### src/rtl/lcw_pkg.sv
`timescale 1ns/1ps
package lcw_pkg;
    localparam int REG_W  = 5;
    localparam int INSN_W = 32;

    typedef enum logic [2:0] {
        ST_IDLE,
        ST_READ,
        ST_WRITE,
        ST_DONE,
        ST_FAULT
    } lcw_state_e;

    typedef enum logic [1:0] {
        MOD_NONE,
        MOD_PRE,
        MOD_POST
    } lcw_mod_e;
endpackage

### src/rtl/lcw_decode.sv
`timescale 1ns/1ps
module lcw_decode
    import lcw_pkg::*;
#(
    parameter int XLEN      = 32,
    parameter int ALIGN_LG  = 4,
    parameter int IDX_SHIFT = 2
) (
    input  logic [4:0]      fld,
    input  logic            form_disp,
    input  logic            sel_au,
    input  logic            sel_m,
    input  logic [XLEN-1:0] base,
    input  logic [XLEN-1:0] index,
    output logic [XLEN-1:0] acc_addr,
    output logic [XLEN-1:0] new_base,
    output logic            upd_en,
    output logic            misal
);
    logic [XLEN-1:0] disp;
    logic [XLEN-1:0] scaled;
    logic [XLEN-1:0] offset;
    logic [XLEN-1:0] eff;
    lcw_mod_e        mode;

    // sign sits in the lowest field bit
    assign disp = {{(XLEN-4){fld[0]}}, fld[4:1]};

    generate
        if (IDX_SHIFT > 0) begin : g_scale
            assign scaled = {index[XLEN-1-IDX_SHIFT:0], {IDX_SHIFT{1'b0}}};
        end else begin : g_noscale
            assign scaled = index;
        end
    endgenerate

    always_comb begin
        if (form_disp) begin
            offset = disp;
            if (sel_m) mode = sel_au ? MOD_PRE : MOD_POST;
            else       mode = MOD_NONE;
        end else begin
            offset = sel_au ? scaled : index;
            mode   = sel_m ? MOD_POST : MOD_NONE;
        end
    end

    assign eff      = base + offset;
    assign acc_addr = (mode == MOD_POST) ? base : eff;
    assign new_base = eff;
    assign upd_en   = (mode != MOD_NONE);
    assign misal    = |acc_addr[ALIGN_LG-1:0];
endmodule

### src/rtl/lcw_seq.sv
`timescale 1ns/1ps
module lcw_seq
    import lcw_pkg::*;
#(
    parameter int XLEN     = 32,
    parameter int ALIGN_LG = 4
) (
    input  logic            clk,
    input  logic            rst_n,
    input  logic            start,
    input  logic            misal,
    input  logic [XLEN-1:0] acc_addr,
    input  logic            mem_ack,
    output logic            busy,
    output logic            fault,
    output logic            mem_req,
    output logic            mem_we,
    output logic            mem_lock,
    output logic [XLEN-1:0] mem_addr,
    output logic [XLEN-1:0] mem_wdata,
    output logic            done,
    output logic            rd_capture
);
    lcw_state_e      state_q, state_d;
    logic [XLEN-1:0] addr_q;

    always_ff @(posedge clk) begin
        if (!rst_n) state_q <= ST_IDLE;
        else        state_q <= state_d;
    end

    always_ff @(posedge clk) begin
        if (!rst_n)                            addr_q <= '0;
        else if (state_q == ST_IDLE && start)  addr_q <= acc_addr;
    end

    always_comb begin
        state_d = state_q;
        unique case (state_q)
            ST_IDLE:  if (start)   state_d = misal ? ST_FAULT : ST_READ;
            ST_READ:  if (mem_ack) state_d = ST_WRITE;
            ST_WRITE: if (mem_ack) state_d = ST_DONE;
            ST_DONE:               state_d = ST_IDLE;
            ST_FAULT:              state_d = ST_IDLE;
            default:               state_d = ST_IDLE;
        endcase
    end

    always_comb begin
        busy       = 1'b1;
        fault      = 1'b0;
        mem_req    = 1'b0;
        mem_we     = 1'b0;
        mem_lock   = 1'b0;
        done       = 1'b0;
        rd_capture = 1'b0;
        mem_addr   = addr_q;
        mem_wdata  = '0;
        unique case (state_q)
            ST_IDLE:  busy = 1'b0;
            ST_READ: begin
                mem_req    = 1'b1;
                mem_lock   = 1'b1;
                rd_capture = mem_ack;
            end
            ST_WRITE: begin
                mem_req  = 1'b1;
                mem_we   = 1'b1;
                mem_lock = 1'b1;
            end
            ST_DONE:  done  = 1'b1;
            ST_FAULT: fault = 1'b1;
            default:  busy  = 1'b0;
        endcase
    end

    a_r5_lock_on_req: assert property (@(posedge clk) disable iff (!rst_n)
        mem_req |-> mem_lock);
    a_r5_zero_write: assert property (@(posedge clk) disable iff (!rst_n)
        (mem_req && mem_we) |-> (mem_wdata == '0));
    a_r5_lock_into_write: assert property (@(posedge clk) disable iff (!rst_n)
        (mem_req && !mem_we && mem_ack) |=> (mem_req && mem_we && mem_lock && $stable(mem_addr)));
    a_r9_hold_until_ack: assert property (@(posedge clk) disable iff (!rst_n)
        (mem_req && !mem_ack) |=> (mem_req && $stable(mem_addr) && $stable(mem_we)));
    a_r6_aligned_req: assert property (@(posedge clk) disable iff (!rst_n)
        mem_req |-> (mem_addr[ALIGN_LG-1:0] == '0));
    a_r6_fault_quiet: assert property (@(posedge clk) disable iff (!rst_n)
        fault |-> (!mem_req && !done));
endmodule

### src/rtl/lcw_wb.sv
`timescale 1ns/1ps
module lcw_wb
    import lcw_pkg::*;
#(
    parameter int XLEN = 32
) (
    input  logic             clk,
    input  logic             rst_n,
    input  logic             accept,
    input  logic [REG_W-1:0] rt_in,
    input  logic [REG_W-1:0] rb_in,
    input  logic             upd_in,
    input  logic [XLEN-1:0]  nb_in,
    input  logic             capture,
    input  logic [XLEN-1:0]  rdata,
    input  logic             done,
    output logic             rt_we,
    output logic [REG_W-1:0] rt_idx,
    output logic [XLEN-1:0]  rt_data,
    output logic             rb_we,
    output logic [REG_W-1:0] rb_idx,
    output logic [XLEN-1:0]  rb_data
);
    logic [REG_W-1:0] rt_q, rb_q;
    logic             upd_q;
    logic [XLEN-1:0]  nb_q, old_q;

    always_ff @(posedge clk) begin
        if (!rst_n) begin
            rt_q  <= '0;
            rb_q  <= '0;
            upd_q <= 1'b0;
            nb_q  <= '0;
        end else if (accept) begin
            rt_q  <= rt_in;
            rb_q  <= rb_in;
            upd_q <= upd_in;
            nb_q  <= nb_in;
        end
    end

    always_ff @(posedge clk) begin
        if (!rst_n)       old_q <= '0;
        else if (capture) old_q <= rdata;
    end

    // loaded value wins when destination and base coincide
    assign rt_we   = done;
    assign rt_idx  = rt_q;
    assign rt_data = old_q;
    assign rb_we   = done && upd_q && (rb_q != rt_q);
    assign rb_idx  = rb_q;
    assign rb_data = nb_q;

    a_r7_single_writer: assert property (@(posedge clk) disable iff (!rst_n)
        rb_we |-> (rt_we && (rb_idx != rt_idx)));
endmodule

### src/rtl/ldclr_unit.sv
`timescale 1ns/1ps
module ldclr_unit
    import lcw_pkg::*;
#(
    parameter int XLEN      = 32,
    parameter int ALIGN_LG  = 4,
    parameter int IDX_SHIFT = 2
) (
    input  logic              clk,
    input  logic              rst_n,
    input  logic              op_valid,
    input  logic [INSN_W-1:0] op_insn,
    input  logic [XLEN-1:0]   op_base,
    input  logic [XLEN-1:0]   op_index,
    output logic              busy,
    output logic              fault,
    output logic              mem_req,
    output logic              mem_we,
    output logic              mem_lock,
    output logic [XLEN-1:0]   mem_addr,
    output logic [XLEN-1:0]   mem_wdata,
    input  logic [XLEN-1:0]   mem_rdata,
    input  logic              mem_ack,
    output logic              rt_we,
    output logic [REG_W-1:0]  rt_idx,
    output logic [XLEN-1:0]   rt_data,
    output logic              rb_we,
    output logic [REG_W-1:0]  rb_idx,
    output logic [XLEN-1:0]   rb_data
);
    logic [XLEN-1:0] acc_addr, new_base;
    logic            upd_en, misal, accept, done, rd_capture;
    logic            unused_insn_bits;

    assign unused_insn_bits = ^{op_insn[31:26], op_insn[15:14], op_insn[11:6]};
    assign accept = op_valid && !busy;

    lcw_decode #(.XLEN(XLEN), .ALIGN_LG(ALIGN_LG), .IDX_SHIFT(IDX_SHIFT)) u_dec (
        .fld       (op_insn[20:16]),
        .form_disp (op_insn[12]),
        .sel_au    (op_insn[13]),
        .sel_m     (op_insn[5]),
        .base      (op_base),
        .index     (op_index),
        .acc_addr  (acc_addr),
        .new_base  (new_base),
        .upd_en    (upd_en),
        .misal     (misal)
    );

    lcw_seq #(.XLEN(XLEN), .ALIGN_LG(ALIGN_LG)) u_seq (
        .clk        (clk),
        .rst_n      (rst_n),
        .start      (op_valid),
        .misal      (misal),
        .acc_addr   (acc_addr),
        .mem_ack    (mem_ack),
        .busy       (busy),
        .fault      (fault),
        .mem_req    (mem_req),
        .mem_we     (mem_we),
        .mem_lock   (mem_lock),
        .mem_addr   (mem_addr),
        .mem_wdata  (mem_wdata),
        .done       (done),
        .rd_capture (rd_capture)
    );

    lcw_wb #(.XLEN(XLEN)) u_wb (
        .clk     (clk),
        .rst_n   (rst_n),
        .accept  (accept),
        .rt_in   (op_insn[4:0]),
        .rb_in   (op_insn[25:21]),
        .upd_in  (upd_en),
        .nb_in   (new_base),
        .capture (rd_capture),
        .rdata   (mem_rdata),
        .done    (done),
        .rt_we   (rt_we),
        .rt_idx  (rt_idx),
        .rt_data (rt_data),
        .rb_we   (rb_we),
        .rb_idx  (rb_idx),
        .rb_data (rb_data)
    );

    a_r8_busy_after_accept: assert property (@(posedge clk) disable iff (!rst_n)
        accept |=> busy);
    a_r6_fault_single: assert property (@(posedge clk) disable iff (!rst_n)
        fault |=> (!fault && !busy));
    a_r8_wb_while_busy: assert property (@(posedge clk) disable iff (!rst_n)
        rt_we |-> busy);
endmodule

### config.mk
export PLATFORM = sky130hd
export DESIGN_NAME = ldclr_unit
export DESIGN_NICKNAME = d
export VERILOG_FILES = /design/src/rtl/lcw_pkg.sv /design/src/rtl/lcw_decode.sv /design/src/rtl/lcw_seq.sv /design/src/rtl/lcw_wb.sv /design/src/rtl/ldclr_unit.sv
export SDC_FILE = /design/constraint.sdc
export NUM_CORES = 1
export LEC_CHECK = 0
export BUFFER_PORTS_ARGS = -buffer_cell sky130_fd_sc_hd__buf_2
export CAP_MARGIN = 15
export CORE_UTILIZATION = 30
export CTS_BUF_LIST = sky130_fd_sc_hd__clkbuf_4 sky130_fd_sc_hd__clkbuf_8
export CTS_CLUSTER_SIZE = 16
export DETAILED_ROUTE_END_ITERATION = 16
export REMOVE_ABC_BUFFERS = 1
export SLEW_MARGIN = 20
export SYNTH_ARGS = -nofsm -noshare
export SYNTH_HDL_FRONTEND = slang
export SYNTH_SLANG_ARGS = --single-unit
### constraint.sdc
create_clock -name clk -period 4.3 [get_ports clk]
set_input_delay 0.645 -clock clk [delete_from_list [all_inputs] [get_ports clk]]
set_output_delay 0.645 -clock clk [all_outputs]
set_load 0.02 [all_outputs]
==> qor.csv, run 1 <==
metric;value;unit
Crit Path Class;in2reg;
detailed-placement wirelength estimate;17700;µm
P per Cell Area;347;nW/µm²
Final GP Congestion;0.883;
post_cts resized;0;
drc violations;0;
die area;23900;µm²
total global-route track usage;18.6;%
1st-iter DRT viols;461;
commonest non-fill, non-tap cell in the layout;buf_2;
commonest cells after routing, fill and taps aside;buf_2 (230), nand2_1 (170), dfxtp_1 (110), a21oi_1 (100), nor2_1 (83);
I/O Pins;277;
Final ANT Viol Nets;0;
Sink Count;110;
H-tree Lvls;3;
reg-to-reg endpoint;u_seq.mem_addr[25];
worst hold path endpoint;u_wb.rt_data[18];
initial core utilization;30.8;%
Hold Path Stages;2;
register area share after synthesis;31.5;%
# Post-CTS Setup Buffers;0;
Syn. warnings;0;
CP Launch Type;input pin;
Synth Cell Area;6990;µm²
Root Driver;clkbuf_8;
Clock Latency Late Sink;0.38;ns
Yosys reg bits;110;
critical path arrival;3.75;ns
largest net degree at the start of global routing;43;
CP endpoint kind;flip-flop;
area of placed instances;8230;µm²
final WL;22500;µm
Max Clk Rate;289;MHz
diodes inserted;0;
Hold Vio Cnt, Final;0;
Nets;1289;
Setup TNS;0;ns
static leakage;3.81;nW
status;finished, final reports clean;
Post-synth top flop;dfxtp_1;
Final Setup Violations;0;
Pre-antenna DRT Iters;5;
global-route wire length before repair;34600;µm
number of hold buffers added after CTS;0;
Worst Path Max Fanout;28;
Vias;6967;
Reg2Reg Depth;7;
hold slack;0.456;ns
VDD IR-drop max;0.000134;V
data required time at the worst endpoint;4.60;ns
Rows;55;
Max Cap Violations;0;
area added between synthesis and finish;20.3;%
worst slew pin tran;0.797;ns
Finished Cell Area;8400;µm²
CTS tree;yes;
mean area per synthesized cell;7.47;µm²
port bufs;230;
Tcrit/Tclk final;80.4;%
die width;155;µm
WL/cell;15.9;µm
Die H;155;µm
fin. max-slew vios;0;
number of global-route vias before repair;6413;
worst r2r src;u_seq.state_q[0];
initial antenna violation count;0;
Overflow after GRT;0;
RSZ-0062 raised after global routing;false;
total CTS buffers;9;
via/cell ratio;4.93;
layout cells sized above 1;25.2;%
cells after synthesis;936;
Final Total Pwr;2.91;mW
Slew HR;46.7;%
Hold WC Path Type;reg2reg;
post-synthesis async set-or-reset flop share;0;%
Yosys cell types;67;
fin util;37.0;%
area of the core;22700;µm²
Clock Skews;0.0195;ns
Final min period;3.46;ns
R2R Setup Slk;1.83;ns
EDFF count, synth;0;
Reg clk slew, reported paths;0.12;ns
CTS Buffer Depth;2;
hold_sp;u_wb.rt_data[18];
-- cell type report --
| cell class | count | area, µm² |
|---|---|---|
| sequential | 110 | 2200 |
| inverter | 11 | 41.3 |
| multi-input combinational | 745 | 4340 |
| tap | 285 | 357 |
| timing repair buffer | 248 | 1290 |
| clock inverter | 6 | 53.8 |
| fill | 2472 | 14300 |
| clock buffer | 9 | 124 |
-- report_power, final --
| part | switching, mW | internal, mW |
|---|---|---|
| registers | 0.0558 | 1.12 |
| logic | 0.726 | 0.407 |
| clock network | 0.387 | 0.219 |
| total | 1.17 | 1.74 |
-- per-layer routing --
layer,routed length [µm],GRT usage (%),vias up
met2,10400,30.5,207
met4,293,5.09,0
met5,0,0,-
met1,10700,24.8,3162
met3,1190,3.42,15
li1,-,-,3583
-- worst max-delay path by stage --
stage	from	end	slack, ns	cells past startpoint
after CTS	op_insn[13]	u_seq.mem_addr[31]	0.86	14
after global placement	op_insn[13]	u_seq.mem_addr[31]	0.46	14
after global routing	op_insn[13]	u_seq.mem_addr[31]	0.52	14
after floorplan	op_valid	u_seq.mem_addr[25]	0.42	5
after detailed placement	op_insn[13]	u_seq.mem_addr[31]	0.42	14
final	op_insn[12]	u_seq.mem_addr[31]	0.84	13
-- synth_stat cells, drive strengths merged (5+ instances only) --
master,count,area share [%]
a211oi,43,4.6
a21boi,16,1.7
a21o,14,1.5
a21oi,100,7.2
a31oi,10,0.90
and2,6,0.54
and3,5,0.45
buf,42,4.4
clkbuf,58,3.1
dfxtp,110,32
ha,31,5.6
inv,11,0.59
nand2,170,9.1
nand2b,6,0.54
nand3,28,2.0
nand4,8,0.72
nor2,84,4.5
nor2b,31,2.9
nor3,8,0.57
o211a,5,0.72
o211ai,12,1.4
o21a,6,0.64
o21ai,40,2.9
o31ai,5,0.73
xnor2,18,2.3
xor2,13,1.6
-- state kept, by name, summed over array words and instances (netlist names) --
name / count
u_seq.mem_addr: 32
u_wb.rb_idx: 5
u_seq.state_q: 3
u_wb.rt_data: 32
u_wb.rt_idx: 5
u_wb.upd_q: 1
u_wb.rb_data: 32
-- stage by stage --
step / setup slack, ns / cells
after floorplan: 0.419 / 866
after global placement: 0.463 / 1399
after detailed placement: 0.423 / 1399
after CTS: 0.864 / 1414
after global routing: 0.520 / 1414
final: 0.844 / 1414
-- kinds of logic after synthesis --
logic type / after synthesis / synth area share (%)
adders and majority gates: 32 / 5.84
DFF: 110 / 31.5
other: 1 / 0.0537
muxes: 4 / 0.591
xor gates and xnor gates: 31 / 3.89
and+or+nand+nor: 365 / 23.3
buffers and inverters: 112 / 8.24
AOI/OAI and AO/OA: 281 / 26.5
-- worst max-delay path: stages --
cell	delay, ns
buf_2	0.30
nor2b_2	0.21
buf_4	0.28
nor2_1	0.14
ha_1	0.41
a21oi_1	0.27
o21ai_0	0.20
o31ai_1	0.26
a31oi_1	0.14
a211o_1	0.31
a21oi_1	0.21
xnor2_1	0.12
a31o_2	0.25
(Power assumes the default switching activity.)
==> run 2, diff against run 1 <==
==> constraint.sdc (replaced) <==
create_clock -name clk -period 3.3 [get_ports clk]
set_input_delay 0.495 -clock clk [delete_from_list [all_inputs] [get_ports clk]]
set_output_delay 0.495 -clock clk [all_outputs]
set_load 0.02 [all_outputs]
==> run 2 against run 1 <==
Net effect: final area is 6.7% higher; power up 38%; clock skew increased by 0.00082 ns; first-iteration DRC count grew 7.8%; routed wire length rose by 2.2%.
==> qor.csv, run 2 (same netlist as run 1, synthesis figures left out) <==
metric;value;unit
Slew HR;42.4;%
fin. max-slew vios;0;
CTS tree;yes;
Max stage delay on crit path;0.42;ns
number of global-route vias before repair;6699;
Final GP Congestion;0.922;
commonest non-fill, non-tap cell in the layout;buf_2;
Worst Path Max Fanout;24;
die width;155;µm
Hold Vio Cnt, Final;0;
non-filler instance count after layout;1485;
Final Total Pwr;4.01;mW
Tcrit/Tclk final;93.7;%
Max Cap Violations;0;
Placed Cells;1468;
P per Cell Area;447;nW/µm²
Crit Path Class;in2reg;
post_cts resized;0;
VDD IR-drop max;0.000234;V
Hold WC Path Type;in2reg;
port bufs;230;
total global-route track usage;19.0;%
Sink Count;110;
Clock Skews;0.0203;ns
drc violations;0;
static leakage;4.16;nW
Final ANT Viol Nets;0;
CP max stage cell;fa_1;
Pre-antenna DRT Iters;8;
Setup TNS;0;ns
# Post-CTS Setup Buffers;0;
area added between synthesis and finish;28.4;%
Reg clk slew, reported paths;0.12;ns
I/O Pins;277;
most used cell, CP;buf_4;
Max Clk Rate;323;MHz
final WL;23000;µm
status;finished, final reports clean;
CP endpoint kind;flip-flop;
detailed-placement wirelength estimate;18600;µm
Die H;155;µm
initial core utilization;30.8;%
CTS Buffer Depth;2;
data required time at the worst endpoint;3.60;ns
Rows;55;
die area;23900;µm²
Final Setup Violations;0;
1st-iter DRT viols;497;
Overflow after GRT;0;
number of hold buffers added after CTS;0;
RSZ-0062 raised after global routing;false;
largest net degree at the start of global routing;45;
Finished Cell Area;8970;µm²
via/cell ratio;4.94;
H-tree Lvls;3;
Nets;1358;
area of the core;22700;µm²
CP Launch Type;input pin;
layout cells sized above 1;29.5;%
Post-Place Worst Slack;-0.153;ns
Final min period;3.09;ns
commonest cells after routing, fill and taps aside;buf_2 (230), nand2_1 (170), dfxtp_1 (110), a21oi_1 (100), buf_4 (85);
global-route wire length before repair;35700;µm
slack of the critical path;0.206;ns
WL/cell;15.5;µm
worst path cell trace;buf_2 > buf_12 > nand2b_1 > o21ai_0 > ha_1 > inv_1 > fa_1 > nor2b_4 > o31a_4 > o31ai_4 > buf_4 > o211ai_2 > a221oi_2 > buf_4 > buf_4 > xnor2_1 > nand2_1 > a21oi_1;
worst slew pin tran;0.864;ns
total CTS buffers;9;
area of placed instances;8770;µm²
Root Driver;clkbuf_8;
critical path arrival;3.40;ns
worst path buffer plus inverter count;6;
initial antenna violation count;2;
Clock Latency Late Sink;0.39;ns
Crit path max-delay family;compound AO/OA/AOI/OAI gates;
Vias;7333;
## run 2: power breakdown
part	leakage, nW	internal (mW)	total (mW)	switching (mW)
clock	0.0959	0.354	0.852	0.497
sequential	0.901	1.46	1.53	0.0751
combinational	3.17	0.652	1.62	0.972
## run 2: layout make-up
cell class	count	area, µm²
timing repair buffer	317	1830
tap	285	357
clock inverter	6	72.6
clock buffer	9	124
sequential	110	2200
inverter	11	41.3
antenna	2	5.00
multi-input combinational	745	4340
fill	2436	13700
## run 2: per-stage QoR
| stage | hold WS (ns) | util, % |
|---|---|---|
| finish | 0.323 | 39.5 |
| global route | 0.312 | 39.5 |
| global placement | 0.439 | 38.6 |
| detailed placement | 0.445 | 38.6 |
| floorplan | 0.444 | - |
| CTS | 0.299 | 39.5 |
## run 2: final timing paths
kind,startpoint,end,slack [ns],cells after the start
max reg2reg,u_seq.state_q[0],u_seq.mem_addr[25],1.18,8
min reg2reg,u_wb.rt_data[9],u_wb.rt_data[9],0.46,2
max,op_insn[13],u_wb.rb_data[22],0.21,18
min,op_insn[0],u_wb.rt_idx[0],0.32,3
## run 2: routing by layer
layer	vias up	share of wire [%]	GRT usage, %
li1	3723	-	-
met1	3351	47	25.4
met2	233	45	30.7
met3	26	5.9	3.39
met4	0	2.1	6.60
met5	-	0	0
## run 2: tightest hold or removal path: stages
cell,delay [ns]
buf_2,0.09
nand2_1,0.04
a21oi_1,0.05
